## src/rtl/biquad_pkg.sv

```systemverilog
package biquad_pkg;
  localparam int DATA_W = 16;
  localparam int ACC_W = 40;
  localparam int PROD_W = 2 * DATA_W;
  localparam int FRAC_W = DATA_W - 1;
  localparam int COEFS_PER_SECT = 6;

  typedef enum logic [1:0] {OPR_XIN, OPR_PREV, OPR_W1, OPR_W2} opr_e;

  typedef enum logic [1:0] {ST_IDLE, ST_RUN, ST_DRAIN, ST_WRITE} ctl_state_e;

  typedef struct packed {
    logic mac;
    logic clr;
    logic addW;
    logic updSt;
    opr_e opr;
  } mac_cmd_t;

  function automatic logic signed [DATA_W-1:0] roundSat(input logic signed [ACC_W-1:0] a);
    localparam logic signed [ACC_W-1:0] MAXV = ACC_W'(2 ** (DATA_W - 1) - 1);
    localparam logic signed [ACC_W-1:0] MINV = -MAXV - ACC_W'(1);
    logic signed [ACC_W-1:0] t;
    t = (a + ACC_W'(2 ** (FRAC_W - 1))) >>> FRAC_W;
    if (t > MAXV) t = MAXV;
    else if (t < MINV) t = MINV;
    return t[DATA_W-1:0];
  endfunction
endpackage

```

## src/rtl/biquad_ctrl.sv

```systemverilog
module biquad_ctrl
  import biquad_pkg::*;
#(
  parameter int MAX_SECT = 4,
  parameter int ADDR_W = 16,
  localparam int CNT_W = $clog2(MAX_SECT) + 1,
  localparam int SECT_W = (MAX_SECT > 1) ? $clog2(MAX_SECT) : 1,
  localparam int CIDX_W = $clog2(MAX_SECT * COEFS_PER_SECT)
) (
  input  logic              clk,
  input  logic              rstN,
  input  logic              start,
  input  logic [CNT_W-1:0]  iterCount,
  input  logic [ADDR_W-1:0] mSize,
  input  logic [ADDR_W-1:0] nSize,
  input  logic [ADDR_W-1:0] inBase,
  input  logic [ADDR_W-1:0] outBase,
  output logic              busy,
  output logic              done,
  output logic              inRdEn,
  output logic [ADDR_W-1:0] inAddr,
  output logic              coefRdEn,
  output logic [CIDX_W-1:0] coefAddr,
  output logic              outWrEn,
  output logic [ADDR_W-1:0] outAddr,
  output logic              loadX,
  output mac_cmd_t          cmd,
  output logic [SECT_W-1:0] cmdSect
);
  ctl_state_e state;
  logic [SECT_W-1:0] sect, lastSect, lastNew;
  logic [2:0] step, kSel;
  logic [ADDR_W-1:0] nSizeQ, outBaseQ, inOff, outOff;

  function automatic logic [ADDR_W-1:0] wrapStep(input logic [ADDR_W-1:0] off,
                                                 input logic [ADDR_W-1:0] size);
    logic [ADDR_W:0] n;
    n = {1'b0, off} + (ADDR_W+1)'(2);
    return (n > {1'b0, size}) ? '0 : n[ADDR_W-1:0];
  endfunction

  always_comb begin
    if (iterCount == '0) lastNew = '0;
    else if (iterCount > CNT_W'(MAX_SECT)) lastNew = SECT_W'(MAX_SECT - 1);
    else lastNew = SECT_W'(iterCount - CNT_W'(1));
  end

  always_ff @(posedge clk) begin
    if (!rstN) begin
      state    <= ST_IDLE;
      sect     <= '0;
      step     <= '0;
      lastSect <= '0;
      nSizeQ   <= '0;
      outBaseQ <= '0;
      inOff    <= '0;
      outOff   <= '0;
      done     <= 1'b0;
    end else begin
      done <= 1'b0;
      case (state)
        ST_IDLE: if (start) begin
          lastSect <= lastNew;
          nSizeQ   <= nSize;
          outBaseQ <= outBase;
          inOff    <= wrapStep(inOff, mSize);
          sect     <= '0;
          step     <= '0;
          state    <= ST_RUN;
        end
        ST_RUN: begin
          if (step == 3'd5) state <= ST_DRAIN;
          else if (step == 3'd4) begin
            if (sect == lastSect) step <= 3'd5;
            else begin
              sect <= sect + SECT_W'(1);
              step <= 3'd0;
            end
          end else step <= step + 3'd1;
        end
        ST_DRAIN: state <= ST_WRITE;
        default: begin
          outOff <= wrapStep(outOff, nSizeQ);
          done   <= 1'b1;
          state  <= ST_IDLE;
        end
      endcase
    end
  end

  always_comb begin
    case (step)
      3'd0: kSel = 3'd0;
      3'd1: kSel = 3'd2;
      3'd2: kSel = 3'd3;
      3'd3: kSel = 3'd4;
      3'd4: kSel = 3'd5;
      default: kSel = 3'd1;
    endcase
  end

  always_comb begin
    cmd = '0;
    if (state == ST_RUN) begin
      cmd.mac = 1'b1;
      case (step)
        3'd0: begin cmd.clr = 1'b1; cmd.opr = (sect == '0) ? OPR_XIN : OPR_PREV; end
        3'd1: cmd.opr = OPR_W1;
        3'd2: cmd.opr = OPR_W2;
        3'd3: begin cmd.opr = OPR_W1; cmd.addW = 1'b1; end
        3'd4: begin cmd.opr = OPR_W2; cmd.updSt = 1'b1; end
        default: begin cmd.opr = OPR_PREV; cmd.clr = 1'b1; end
      endcase
    end
  end

  assign busy     = (state != ST_IDLE);
  assign inRdEn   = (state == ST_IDLE) && start;
  assign inAddr   = inBase + inOff;
  assign coefRdEn = (state == ST_RUN);
  assign coefAddr = CIDX_W'(sect) * CIDX_W'(COEFS_PER_SECT) + CIDX_W'(kSel);
  assign outWrEn  = (state == ST_WRITE);
  assign outAddr  = outBaseQ + outOff;
  assign loadX    = (state == ST_RUN) && (sect == '0) && (step == 3'd0);
  assign cmdSect  = sect;
endmodule

```

## src/rtl/biquad_dp.sv

```systemverilog
module biquad_dp
  import biquad_pkg::*;
#(
  parameter int MAX_SECT = 4,
  localparam int SECT_W = (MAX_SECT > 1) ? $clog2(MAX_SECT) : 1
) (
  input  logic              clk,
  input  logic              rstN,
  input  logic              clearState,
  input  logic              loadX,
  input  logic [DATA_W-1:0] inData,
  input  mac_cmd_t          cmd,
  input  logic [SECT_W-1:0] cmdSect,
  input  logic [DATA_W-1:0] coefData,
  output logic [DATA_W-1:0] result
);
  mac_cmd_t cmdQ;
  logic [SECT_W-1:0] sectQ;
  logic signed [DATA_W-1:0] xReg, wReg, satAcc, oper, coefS;
  logic signed [DATA_W-1:0] st1 [MAX_SECT];
  logic signed [DATA_W-1:0] st2 [MAX_SECT];
  logic signed [PROD_W-1:0] prod;
  logic signed [ACC_W-1:0] acc, baseV, prodExt, wExt;

  // command stage lines up with the one-cycle coefficient read latency
  always_ff @(posedge clk) begin
    if (!rstN) begin
      cmdQ  <= '0;
      sectQ <= '0;
      xReg  <= '0;
    end else begin
      cmdQ  <= cmd;
      sectQ <= cmdSect;
      if (loadX) xReg <= signed'(inData);
    end
  end

  assign satAcc = roundSat(acc);
  assign coefS  = signed'(coefData);

  always_comb begin
    case (cmdQ.opr)
      OPR_XIN:  oper = xReg;
      OPR_PREV: oper = satAcc;
      OPR_W1:   oper = st1[sectQ];
      default:  oper = st2[sectQ];
    endcase
  end

  assign prod    = oper * coefS;
  assign prodExt = ACC_W'(prod);
  assign wExt    = ACC_W'(satAcc) <<< FRAC_W;

  always_comb begin
    if (cmdQ.clr) baseV = '0;
    else if (cmdQ.addW) baseV = wExt;
    else baseV = acc;
  end

  always_ff @(posedge clk) begin
    if (!rstN) begin
      acc  <= '0;
      wReg <= '0;
    end else if (cmdQ.mac) begin
      acc <= baseV + prodExt;
      if (cmdQ.addW) wReg <= satAcc;
    end
  end

  always_ff @(posedge clk) begin
    if (!rstN || clearState) begin
      for (int i = 0; i < MAX_SECT; i++) begin
        st1[i] <= '0;
        st2[i] <= '0;
      end
    end else if (cmdQ.mac && cmdQ.updSt) begin
      st1[sectQ] <= wReg;
      st2[sectQ] <= st1[sectQ];
    end
  end

  assign result = satAcc;
endmodule

```

## src/rtl/biquad_cascade.sv

```systemverilog
module biquad_cascade
  import biquad_pkg::*;
#(
  parameter int MAX_SECT = 4,
  parameter int ADDR_W = 16,
  localparam int CNT_W = $clog2(MAX_SECT) + 1,
  localparam int SECT_W = (MAX_SECT > 1) ? $clog2(MAX_SECT) : 1,
  localparam int CIDX_W = $clog2(MAX_SECT * COEFS_PER_SECT)
) (
  input  logic              clk,
  input  logic              rstN,
  input  logic              start,
  input  logic [CNT_W-1:0]  iterCount,
  input  logic [ADDR_W-1:0] mSize,
  input  logic [ADDR_W-1:0] nSize,
  input  logic [ADDR_W-1:0] inBase,
  input  logic [ADDR_W-1:0] outBase,
  input  logic              clearState,
  output logic              busy,
  output logic              done,
  output logic              inRdEn,
  output logic [ADDR_W-1:0] inAddr,
  input  logic [DATA_W-1:0] inData,
  output logic              coefRdEn,
  output logic [CIDX_W-1:0] coefAddr,
  input  logic [DATA_W-1:0] coefData,
  output logic              outWrEn,
  output logic [ADDR_W-1:0] outAddr,
  output logic [DATA_W-1:0] outData
);
  mac_cmd_t cmd;
  logic [SECT_W-1:0] cmdSect;
  logic loadX;

  biquad_ctrl #(.MAX_SECT(MAX_SECT), .ADDR_W(ADDR_W)) i_ctrl (
    .clk(clk), .rstN(rstN), .start(start), .iterCount(iterCount),
    .mSize(mSize), .nSize(nSize), .inBase(inBase), .outBase(outBase),
    .busy(busy), .done(done), .inRdEn(inRdEn), .inAddr(inAddr),
    .coefRdEn(coefRdEn), .coefAddr(coefAddr), .outWrEn(outWrEn),
    .outAddr(outAddr), .loadX(loadX), .cmd(cmd), .cmdSect(cmdSect)
  );

  biquad_dp #(.MAX_SECT(MAX_SECT)) i_dp (
    .clk(clk), .rstN(rstN), .clearState(clearState), .loadX(loadX),
    .inData(inData), .cmd(cmd), .cmdSect(cmdSect), .coefData(coefData),
    .result(outData)
  );
endmodule

```

## config.mk

```make
export PLATFORM = sky130hd
export DESIGN_NAME = biquad_cascade
export DESIGN_NICKNAME = d
export VERILOG_FILES = /design/src/rtl/biquad_pkg.sv /design/src/rtl/biquad_ctrl.sv /design/src/rtl/biquad_dp.sv /design/src/rtl/biquad_cascade.sv
export SDC_FILE = /design/constraint.sdc
export NUM_CORES = 2
export LEC_CHECK = 0
export ABC_AREA = 1
export BUFFER_PORTS_ARGS = -buffer_cell sky130_fd_sc_hd__buf_2
export CORE_UTILIZATION = 33
export CTS_CLUSTER_SIZE = 10
export DETAILED_ROUTE_END_ITERATION = 16
export SYNTH_ARGS = -nofsm -noshare
export SYNTH_HDL_FRONTEND = slang
export SYNTH_HIERARCHICAL = 1
export SYNTH_SLANG_ARGS = --single-unit
export TNS_END_PERCENT = 20
```

## constraint.sdc

```tcl
create_clock -name clk -period 6.4 [get_ports clk]
set_input_delay 1.28 -clock clk [delete_from_list [all_inputs] [get_ports clk]]
set_output_delay 1.28 -clock clk [all_outputs]
set_load 0.02 [all_outputs]
```

Word level (Yosys, flattened, before mapping) --
Memory sizes are Yosys's and may differ from the RTL's. A register that Yosys moved wholly into a read port is not among the register bits. Cells that the tools add are included.
Operators by class: reductions and logical operators 25, multiply operators 2, multiplexer cells 43, equality and inequality tests 16, add/sub/neg operators 10, magnitude comparators 5
Operators by type and width (number):
- $mux W16 | 6
- $mux W40 | 2
- $pmux W16 S3 | 1
- $add A40 B16 Y40 const B | 1
- $add A40 B32 Y40 | 1
- $add A16 B2 Y17 const B | 2
- $gt A17 B16 Y1 | 2
- $add A16 B16 Y16 | 2
- $mul A16 B16 Y32 | 1
- $reduce_or A16 Y1 | 2
- $gt A25 B16 Y1 const B | 1
- $lt A25 B16 Y1 const B | 1
- $mux W2 | 12
- $pmux W3 S5 | 1
- $mux W1 | 12
- $mux W3 | 4
- $pmux W2 S3 | 2
- $reduce_and A2 Y1 | 4
- $eq A2 B2 Y1 const B | 3
- $eq A3 B2 Y1 const B | 2
- $eq A3 B3 Y1 const B | 2
- $logic_not A2 Y1 | 3
- $logic_not A3 Y1 | 2
- $mux W6 | 1
- 22 further kinds | 31
Storage, ports and cells: bits in registers 154, memories 2, word-level logic and storage cells 121, bits in writable memories 128
Memory list:
- i_dp.st1 | depth 4, width 16, rd ports 1, clocked after Yosys merged registers in 1, write ports 4, line biquad_dp.sv:20 | logic signed [DATA_W-1:0] st1 [MAX_SECT];
- i_dp.st2 | depth 4, width 16, rd ports 1, clocked after Yosys merged registers in 1, write ports 4, line biquad_dp.sv:21 | logic signed [DATA_W-1:0] st2 [MAX_SECT];

Longest topological paths before layout --
depth after elaboration 7, depth in mapped cells 44, gate-level depth less buffers 43

By module --
The synthesis kept the hierarchy.
By module, submodules not included:
- biquad_dp | sequential area each 5445.2 um2, area each 23181.0 um2, times used 1, cells each 2788
- biquad_ctrl | sequential area each 1441.4 um2, area each 5803.1 um2, times used 1, cells each 814

Worst setup path before layout --
No wires, ideal clock.
kind register to register, start point register i_dp.acc[15], end point register i_dp.acc[35], required time 6.291 ns, cell stages (with the launch flop) 41, arrival 6.825 ns, path slack -0.534 ns, cell sequence dfxtp_1 > ha_1 > nand2_1 > nor2_4 > nand2_1 > nor2_2 > nand3_1 > nand2_1 > nand3_1 > nor2_1 > nand4_1 > nand2_2 > buf_8 > nand2_2 > nand2_2 > nand2_4 > nand2_4 > nor2_1 > [5 not listed] > fa_1 > fa_1 > inv_1 > fa_1 > inv_1 > ha_1 > a21oi_1 > o21ai_0 > a21oi_1 > o21ai_0 > nand3_1 > nand2_1 > nand2_1 > nand3_1 > a21oi_1 > o21ai_0 > nand2_1 > inv_1
On the way: word-level cells in the longest chain between the ends 7
Ends and longest elaborated chain:
- start, declared | line biquad_dp.sv:23 | logic signed [ACC_W-1:0] acc, baseV, prodExt, wExt;
- start signal, assigned | line biquad_dp.sv:65 | acc <= baseV + prodExt;
- $add A40 B16 Y40 * | line biquad_pkg.sv:24 | t = (a + ACC_W'(2 ** (FRAC_W - 1))) >>> FRAC_W;
- $lt A25 B16 Y1 | line biquad_pkg.sv:26 | else if (t < MINV) t = MINV;
- $mux W16 | line biquad_pkg.sv:26
- $mux W16 * | line biquad_pkg.sv:25 | if (t > MAXV) t = MAXV;
- net outData[6] | line biquad_cascade.sv:29 | output logic [DATA_W-1:0] outData
- $pmux W16 S3 or $mux W40 (tied branches) | line biquad_dp.sv:42, biquad_dp.sv:56
- $mul A16 B16 Y32 or $mux W40 (tied branches) | line biquad_dp.sv:50, biquad_dp.sv:55
- $add A40 B32 Y40 * | line biquad_dp.sv:65
The timed path passes the listed nets; every way through them passes the cells marked *. A chain may end at the register's enable or synchronous reset.

Final worst setup path --
start point register i_dp.acc[18], end point register i_dp.acc[34]
On the way: word-level cells in the longest chain between the ends 7
Ends and longest elaborated chain (line):
- $add A40 B16 Y40 | biquad_pkg.sv:24
- $lt A25 B16 Y1 | biquad_pkg.sv:26
- $mux W16 | biquad_pkg.sv:26
- $mux W16 | biquad_pkg.sv:25
- $pmux W16 S3 or $mux W40 (tied branches) | biquad_dp.sv:42, biquad_dp.sv:56
- $mul A16 B16 Y32 or $mux W40 (tied branches) | biquad_dp.sv:50, biquad_dp.sv:55
- $add A40 B32 Y40 * | biquad_dp.sv:65
Mark *: on every way between the ends. The rest lies on a longest branch, timed or not.

==> impl_results.md <==
* Clock Root Buffer: clkbuf_16
* WP data required at 6.86 ns
* Post-synth EDFFs at 128
* H-tree Lvls at 2
* IO buf count at 158
* Clock Latency Late Sink at 0.57 ns
* R2R cell count at 39
* Setup Skew at 0.0366 ns
* Final WS setup at -1.03 ns
* Crit end category: flop
* Post-CTS Hold Buffers at 0
* Unique masters post-synth at 52
* Num Clock Sinks at 280
* Final nets at 4,816
* Max Fclk at 135 MHz
* Routed WL at 95.1 mm
* Initial Utilization at 33.4%
* Area delta synth->final at 31.3%
* FF-to-FF Start: i_dp/acc[18]
* CP startpoint kind: flop
* Die X at 298 um
* Hold EP: i_ctrl/nSizeQ[13]
* Post-synth top flop: dfxtp_1
* Max-Slew Margin vs Limit at 30.6%
* Crit-path most repeated cell: fa_1
* FF-to-FF End: i_dp/acc[34]
* Max Cap Violations at 0
* Top Ports at approximately 160
* Largest net degree at the start of global routing at 76
* Routed via count at 25.9k
* Most instantiated cells after synthesis: 700 x inv_1, 486 x nor2_1, 444 x nand2_1
* First-pass DRT Iterations at 5
* CP peak stage delay at 0.57 ns
* Total clock buffers created by CTS at 35
* Worst min path class: flop to flop
* Share of cells above drive strength 1 at 29.2%
* GRT Resource Usage Total at 21.4%
* Endpoints failing setup at 32
* Data arrival, critical path at 7.89 ns
* Mapped Area at ~29,000 um2
* Rows at approximately 110
* HP Start: i_ctrl/nSizeQ[13]
* Syn_area_per_cell at 8.05 um2
* Die span in y at between 200 and 300 um
* Initial antenna violation count at 2
* Synth top area cells: fa_1 23%, edfxtp_1 13%, dfxtp_1 10%
* Hpwl dp at 76.7 mm
* Syn Inst Count at 3,602
* DR vias/cell at 4.82
* Hold depth at 2
* Crit Path Class: flop to flop
* TritonCTS clock tree: done
* Count leader, synth: inv_1
* First-pass GRT wire length at ~150 mm
* Mapped Nets at 4,227
* Register area share after synthesis at 23.8%
* Vias in the first global route at roughly 26k
* Wire length per cell at 17.7 um
* Die ar. at 89,000 um2
* Fill count at around 8.5k
* Failing checks: negative setup slack
* Slowest CP cell: fa_1
* Worst-path fanout max at 5
* Bufs on Longest Clock Path at 3
* Fin Hold WS at around 0.46 ns
* Asr flop ratio synth at 0%
* Initial drt markers at 1,700
* Register Area at between 6000 and 7000 um2
* Least-Margin Pin Slew at 1.04 ns
* Multi-input gate area at 20,800 um2
* Hold Violations, Final at 0
* Period utilization at 116%
* Routability cong. at 0.940
* Drc violations at 0
* CTS clock-pin slew for the worst setup and hold paths at 0.06 ns
* R2R Setup Slk at -1.03 ns
* Yosys top cell by area: fa_1
* RSZ-0062 raised after global routing: true
* Synthesis warning total at 6
* Inserted Diodes at 0
* Core area at around 87,000 um2
* Post-route ant nets at 0
* Status: finished, violations left
* Yosys top cell area share at between 20% and 30%
* Final Slew Violations at 0
* Finished Core Util at 43.8%
* Grt ovf at 0
* Seq cells post-synth at 280
* Period minus WS final at 7.43 ns
[final cells by class]
class / instances / area share [%]
clock buffers: 52 / 2.47
well taps: 1155 / 3.80
multi-input cells: 2482 / 54.8
clock inverters: 6 / 0.309
flip-flops and latches: 280 / 18.2
repair buffers: 664 / 13.3
inverters: 728 / 7.20
[metrics by stage]
stage                     TNS [ns]  setup WS, ns  area (um2)  cells
after floorplan              -5.73        -0.267       29500   3602
after global placement      -35.17         -1.48       35100   5270
after detailed placement    -34.43         -1.43       35100   5270
after CTS                   -26.45         -1.03       36700   5341
after global routing        -36.35         -1.38       38000   5367
final                       -25.67         -1.03       38000   5367
[worst max path at each step]
stage	start	to	slack, ns
5_1_grt	i_dp/acc[15]	i_dp/acc[34]	-1.38
2_1_floorplan	i_dp/acc[15]	i_dp/acc[35]	-0.27
4_1_cts	i_dp/acc[15]	i_dp/acc[37]	-1.03
3_3_place_gp	i_dp/acc[21]	i_dp/acc[39]	-1.48
3_5_place_dp	i_dp/acc[21]	i_dp/acc[39]	-1.43
6_report	i_dp/acc[18]	i_dp/acc[34]	-1.03
[worst max-delay path: cells and delay by family (launching register included)]
kind / cells / cell delay, ns
flip-flops: 1 / 0.40
AO/OA/AOI/OAI: 5 / 0.87
adder cells (fa/ha/maj): 7 / 3.30
buffers and inverters: 8 / 0.81
AND/OR/NAND/NOR: 19 / 1.94
[cells by family (layout without fill, tap and decap cells)]
kind of cell | after synthesis | count (layout) | share of synthesized area, %
XOR/XNOR | 90 | 90 | 2.72
flip-flops | 280 | 280 | 23.8
buffers and inverters | 841 | 1450 | 11.2
AO/OA/AOI/OAI | 527 | 527 | 10.2
adder cells (fa/ha/maj) | 522 | 522 | 31.1
AND/OR/NAND/NOR | 1342 | 1343 | 21.0
[state kept, by name (all words and copies together) (netlist names)]
register	count
i_ctrl/done	1
i_ctrl/cmdSect	2
i_ctrl/step	3
i_dp/st1	64
i_ctrl/inOff	15
i_dp/cmdQ	6
i_ctrl/outOff	15
i_ctrl/outBaseQ	16
i_dp/st2	64
i_dp/acc	40
i_ctrl/lastSect	2
i_ctrl/nSizeQ	16
i_dp/wReg	16
i_ctrl/state	2
i_dp/xReg	16
i_dp/sectQ	2
[cell usage in the layout (no fill, tap or decap), types with 17 or more instances in the layout]
master	instances
inv_1	674
buf_4	460
nor2_1	424
nand2_1	400
fa_1	309
a21oi_1	188
ha_1	166
buf_2	158
nand3_1	157
o21ai_0	141
dfxtp_1	135
edfxtp_1	128
nor2_2	84
xor2_1	73
nand2_2	51
inv_2	46
a21oi_2	43
nand2_4	42
nand3_2	37
nor2_4	36
clkbuf_16	35
nand2_8	32
buf_12	31
o21ai_1	30
ha_4	24
nor3_1	22
fa_2	22
nand4_1	18
clkbuf_1	17
o221ai_1	17
[per-layer routing]
| layer | GRT usage [%] | up-vias | part of all wire (%) |
|---|---|---|---|
| li1 | - | 12500 | - |
| met3 | 2.86 | 143 | 5.5 |
| met5 | 0 | - | 0 |
| met4 | 7.20 | 0 | 3.3 |
| met1 | 29.5 | 12500 | 45 |
| met2 | 34.6 | 741 | 46 |
[what timing repair did]
action / CTS / global route
pin swaps: 41 / 130
setup endpoints to repair: 33 / 34
buffers inserted: 11 / 26
resized for setup: 130 / 259
gates cloned: 2 / 0
Power is left out: the tool's default activity adds up to more than one toggle a clock period on the data nets, which glitch-free logic cannot reach.
